<file path="config.mk">
export PLATFORM = sky130hd
export DESIGN_NAME = prn_port
export DESIGN_NICKNAME = d
export VERILOG_FILES = /design/src/rtl/prn_pkg.sv /design/src/rtl/prn_decode.sv /design/src/rtl/prn_latch.sv /design/src/rtl/prn_strobe.sv /design/src/rtl/prn_port.sv
export SDC_FILE = /design/constraint.sdc
export NUM_CORES = 1
export LEC_CHECK = 0
export ABC_AREA = 1
export BUFFER_PORTS_ARGS = -buffer_cell sky130_fd_sc_hd__buf_2
export CAP_MARGIN = 5
export CORE_MARGIN = 5
export CORE_UTILIZATION = 40
export DETAILED_ROUTE_END_ITERATION = 8
export GPL_TIMING_DRIVEN = 0
export PLACE_DENSITY = 0.8
export SYNTH_ARGS = -nofsm -noshare
export SYNTH_HDL_FRONTEND = slang
export SYNTH_SLANG_ARGS = --single-unit
</file>
<file path="constraint.sdc">
create_clock -name clk -period 2.9 [get_ports clk]
set_input_delay 0.58 -clock clk [delete_from_list [all_inputs] [get_ports clk]]
set_output_delay 0.58 -clock clk [all_outputs]
set_load 0.05 [all_outputs]
</file>
<file path="src/rtl/prn_pkg.sv">
package prn_pkg;
  localparam int ADDR_W = 16;
  localparam int DATA_W = 8;
  localparam int PORT_W = 8;
  localparam int N_STAT = 2;

  typedef enum logic [1:0] {
    RD_NONE = 2'd0,
    RD_IO   = 2'd1,
    RD_MEM  = 2'd2
  } rd_src_e;
endpackage

</file>
<file path="src/rtl/prn_decode.sv">
module prn_decode
  import prn_pkg::*;
#(
  parameter logic [N_STAT-1:0][PORT_W-1:0] IO_STAT  = {8'hF9, 8'hF8},
  parameter logic [N_STAT-1:0][ADDR_W-1:0] MEM_STAT = {16'h37E9, 16'h37E8},
  parameter logic [PORT_W-1:0]             IO_DATA  = 8'hF8
) (
  input  logic [ADDR_W-1:0] addr,
  input  logic              io_rd,
  input  logic              io_wr,
  input  logic              mem_rd,
  input  logic              compat,
  output rd_src_e           rd_src,
  output logic              data_wr
);
  logic [N_STAT-1:0] io_hit;
  logic [N_STAT-1:0] mem_hit;

  for (genvar g = 0; g < N_STAT; g++) begin : g_cmp
    assign io_hit[g]  = (addr[PORT_W-1:0] == IO_STAT[g]);
    assign mem_hit[g] = (addr == MEM_STAT[g]);
  end

  always_comb begin
    if (io_rd && |io_hit)                 rd_src = RD_IO;
    else if (mem_rd && compat && |mem_hit) rd_src = RD_MEM;
    else                                   rd_src = RD_NONE;
  end

  assign data_wr = io_wr && (addr[PORT_W-1:0] == IO_DATA);
endmodule

</file>
<file path="src/rtl/prn_latch.sv">
module prn_latch
  import prn_pkg::*;
(
  input  logic              clk,
  input  logic              rst_n,
  input  logic              load,
  input  logic [DATA_W-1:0] din,
  output logic [DATA_W-1:0] dout
);
  always_ff @(posedge clk or negedge rst_n) begin
    if (!rst_n)    dout <= '0;
    else if (load) dout <= din;
  end

  a_r6_load_takes_byte: assert property (@(posedge clk) disable iff (!rst_n)
    load |=> dout == $past(din));
  a_r9_hold_without_write: assert property (@(posedge clk) disable iff (!rst_n)
    !load |=> $stable(dout));
endmodule

</file>
<file path="src/rtl/prn_strobe.sv">
module prn_strobe #(
  parameter int WIDTH = 20
) (
  input  logic clk,
  input  logic rst_n,
  input  logic fire,
  output logic strobe_n
);
  localparam int CNT_W = $clog2(WIDTH + 1);
  localparam logic [CNT_W-1:0] LOAD = CNT_W'(WIDTH);

  logic [CNT_W-1:0] remain;

  always_ff @(posedge clk or negedge rst_n) begin
    if (!rst_n)              remain <= '0;
    else if (fire)           remain <= LOAD;
    else if (remain != '0)   remain <= remain - 1'b1;
  end

  assign strobe_n = (remain == '0);

  a_r7_fire_pulls_low: assert property (@(posedge clk) disable iff (!rst_n)
    fire |=> !strobe_n);
  a_r7_ends_after_last: assert property (@(posedge clk) disable iff (!rst_n)
    (remain == 1 && !fire) |=> strobe_n);
  a_r8_idle_stays_high: assert property (@(posedge clk) disable iff (!rst_n)
    (strobe_n && !fire) |=> strobe_n);
endmodule

</file>
<file path="src/rtl/prn_port.sv">
module prn_port
  import prn_pkg::*;
#(
  parameter int CLK_HZ   = 20_000_000,
  parameter int PULSE_NS = 1000,
  parameter int STROBE_CYCLES = (CLK_HZ / 1_000_000) * PULSE_NS / 1000
) (
  input  logic              clk,
  input  logic              rst_n,
  input  logic [ADDR_W-1:0] cpu_addr,
  input  logic [DATA_W-1:0] cpu_wdata,
  input  logic              io_rd,
  input  logic              io_wr,
  input  logic              mem_rd,
  input  logic              compat_mode,
  input  logic [DATA_W-1:0] prn_status,
  output logic [DATA_W-1:0] cpu_rdata,
  output logic              cpu_rdata_oe,
  output logic [DATA_W-1:0] prn_data,
  output logic              prn_strobe_n
);
  localparam int STROBE_W = (STROBE_CYCLES < 1) ? 1 : STROBE_CYCLES;

  rd_src_e rd_src;
  logic    data_wr;

  prn_decode u_decode (
    .addr    (cpu_addr),
    .io_rd   (io_rd),
    .io_wr   (io_wr),
    .mem_rd  (mem_rd),
    .compat  (compat_mode),
    .rd_src  (rd_src),
    .data_wr (data_wr)
  );

  prn_latch u_latch (
    .clk   (clk),
    .rst_n (rst_n),
    .load  (data_wr),
    .din   (cpu_wdata),
    .dout  (prn_data)
  );

  prn_strobe #(.WIDTH(STROBE_W)) u_strobe (
    .clk      (clk),
    .rst_n    (rst_n),
    .fire     (data_wr),
    .strobe_n (prn_strobe_n)
  );

  assign cpu_rdata_oe = (rd_src != RD_NONE);
  assign cpu_rdata    = cpu_rdata_oe ? prn_status : '0;

  a_r2_io_status: assert property (@(posedge clk) disable iff (!rst_n)
    (io_rd && (cpu_addr[7:0] == 8'hF8 || cpu_addr[7:0] == 8'hF9))
      |-> (cpu_rdata_oe && cpu_rdata == prn_status));
  a_r3_mem_status: assert property (@(posedge clk) disable iff (!rst_n)
    (mem_rd && compat_mode && (cpu_addr == 16'h37E8 || cpu_addr == 16'h37E9))
      |-> (cpu_rdata_oe && cpu_rdata == prn_status));
  a_r4_mem_off_without_compat: assert property (@(posedge clk) disable iff (!rst_n)
    (mem_rd && !compat_mode && !io_rd) |-> !cpu_rdata_oe);
  a_r5_quiet_without_read: assert property (@(posedge clk) disable iff (!rst_n)
    (!io_rd && !mem_rd) |-> (!cpu_rdata_oe && cpu_rdata == '0));
endmodule

</file>
==> results.cfg <==
[run_status]
outcome = complete, no violations

[worst_setup_path]
path_common_cell = sky130_fd_sc_hd__buf_2
worstReg2RegStart = u_strobe.remain[0]$_DFFE_PN0P_
worstPathCellList = buf_2, or2_4, nor2_8, nand2_2, nor2_1, buf_2
path_max_fanout = 10
startpoint_type_of_the_worst_setup_path = primary input
worst-setup-path-type = in -> out
worst_path_max_delay_cell = sky130_fd_sc_hd__buf_2
required_time_at_the_worst_slack_endpoint_ns = 2.32
reg2reg_depth = 6
startpoint = cpu_addr[1]
critical-path-max-stage-delay_ns = 0.27
cp_data_arrival_time_ns = 1.64
worstSetupEndpointType = output port

[clocking]
cts_made_buffers = 3
clock_sinks = 13
htree_num_levels = 1
post_cts.repair.setup_buffers = 0
worst_setup_hold_path_clk_slew_ns = 0.08
cts_tree = yes
cts_hold_buf = 0
cts_resized = 0
clock_latency_ns = 0.27
cts.root.buffer_cell = sky130_fd_sc_hd__clkbuf_4
ctsLongestPathBuffers = 2

[grt]
met1_usage_pct = 18.1
globalRouteTotalUtil_pct = 16.6
grt_max_degree = 14
grt.overflow.total = 0
number_of_global_route_vias_before_repair = 816
grtUsageMet3_pct = 1.13
globalRoute.busiestLayer = met2
grt_first_pass_wirelength_mm = 3.46
groute.layer.met2.usage_pct = 31.6
number_of_antenna_violations_at_the_first_check_in_global_routing = 0

[route]
route.detailed.drc = 0
route.detailed.vias_per_inst = 4.36
dr.pass1.iters = 4
ant_nets = 0
wirelength_per_cell_um = 10.9
detail_route.iter0.violations = 14
via_count = 803
routed_wire_length_mm = 2.01

[cells_and_area]
synthToLayoutAreaGrowth_pct = 44.6
post-route-cell-area_um2 = 1080
drive_gt1_share_pct = 40.9
diodes = 0
fin_nets = 199
utilization_pct = 61.8
most_frequent_cells_in_the_layout = sky130_fd_sc_hd__buf_2 (55), sky130_fd_sc_hd__nand2_1 (30), sky130_fd_sc_hd__inv_1 (18), sky130_fd_sc_hd__nand3_1 (15), sky130_fd_sc_hd__dfrtp_1 (13)
mostFrequentLayoutCell = sky130_fd_sc_hd__buf_2

[floorplan]
die_x_um = 53.2
die-area_um2 = 2830
die_y_um = 53.2
std_cell_rows = 15
io_pins = 56
floorplan.initialDensity_pct = 42.7
placeableCoreArea_um2 = 1750

[timing]
grt_setup_unrepaired = false
timing.fmax_mhz = 450
finalCritPeriodShare_pct = 76.6
setup-tns-final_ns = 0
finalSetupViolCount = 0
hold_viol_final = 0
worst-slew-pin-transition_ns = 0.287
whs_ns = 0.175
clock-skew-final_ns = 0.00382
finalCriticalPeriod_ns = 2.22
timing.max_slew.rel_slack_pct = 80.9
timing.final.max_slew_violations = 0

[power]
power.density_nw_per_um2 = 543
clkPwrFrac_pct = 19.1
ir_worst_vdd_v = 0.000279
pwr-share-seq_pct = 40.6
switching_power_mw = 0.224
swShare_pct = 38.2
leakage_nw = 0.751
power.internal_mw = 0.362
power.share.combinational_pct = 40.3

[placed_design]
dpl.hpwl_mm = 1.74
placed_cell_area_um2 = 1050
numPortBuffers = 55
finalWeightedCongestion = 0.742

[flow_run]
timing.max_cap.violations = 0

[synth]
synth.ff_latch_count = 13
net_count_of_the_mapped_netlist = 139
netlist_area_before_placement_um2 = 746
yosys_warn_count = 0
synth_seq_area_share_pct = 43.6
synth_cell_type_count = 16
postSynthCellCount = 100
avgSynthCellArea_um2 = 7.46

[worst_hold_path]
worst_hold_path_type = in -> async
==> sequential cells by signal, indices dropped and copies added, names as in the netlist <==
signal	flops
u_latch.dout	8
u_strobe.remain	5
==> power groups by stage <==
stage	Combinational, mW	Sequential (mW)	Clock (mW)
2_1_floorplan	0.151	0.255	0
3_3_place_gp	0.220	0.238	0
3_5_place_dp	0.238	0.243	0
4_1_cts	0.240	0.239	0.116
5_1_grt	0.269	0.243	0.124
6_report	0.236	0.238	0.112
==> worst paths after layout <==
kind	end	slack, ns
min reg2reg	u_latch.dout[4]$_DFFE_PN0P_	0.47
max reg2reg	u_strobe.remain[0]$_DFFE_PN0P_	1.64
max	cpu_rdata[3]	0.68
min in group clk	u_latch.dout[4]$_DFFE_PN0P_	0.47
min	u_latch.dout[4]$_DFFE_PN0P_	0.17
max in group asynchronous	u_strobe.remain[0]$_DFFE_PN0P_	2.50
==> cell type report <==
| class | count | area, um2 |
|---|---|---|
| fillers | 166 | 667 |
| multi-input cells | 68 | 342 |
| flip-flops and latches | 13 | 325 |
| repair buffers | 55 | 275 |
| inverters | 18 | 67.6 |
| well taps | 25 | 31.3 |
| clock buffers | 4 | 26.3 |
| plain buffers | 1 | 11.3 |
==> layer usage <==
layer  routed length, um  up-vias
met1                 758      354
li1                    -      423
met4                  47        0
met3                  63        6
met5                   0        -
met2                1140       20
==> logic make-up after synthesis <==
kind of cell	after synthesis	share of synthesized area [%]
AOI/OAI and AO/OA	3	3.02
xor gates and xnor gates	1	1.17
adders and majority gates	1	1.68
buffers and inverters	19	10.6
DFF	13	43.6
and+or+nand+nor	63	39.9
==> metrics by stage <==
stage	std cells	power, mW	setup WS, ns
2_1_floorplan	100	0.406	0.546
3_3_place_gp	180	0.458	0.702
3_5_place_dp	180	0.481	0.670
4_1_cts	184	0.595	0.670
5_1_grt	184	0.637	0.604
6_report	184	0.586	0.679
==> worst max-delay path: cells and delay by family <==
family                 cells  cell delay, ns
buffers and inverters      2            0.37
and+or+nand+nor            4            0.69
==> synth_stat cells, drive strengths merged <==
library cell  instances  area (um2)
or2                   1        8.76
dfrtp                13         325
inv                  18        67.6
a21oi                 2        10.0
xnor2                 1        8.76
nor2                 14        76.3
buf                   1        11.3
nand2                32         130
o211ai                1        12.5
ha                    1        12.5
nand3b                1        7.51
nand3                15        75.1
Note: power is estimated with default switching activity, not from simulation.
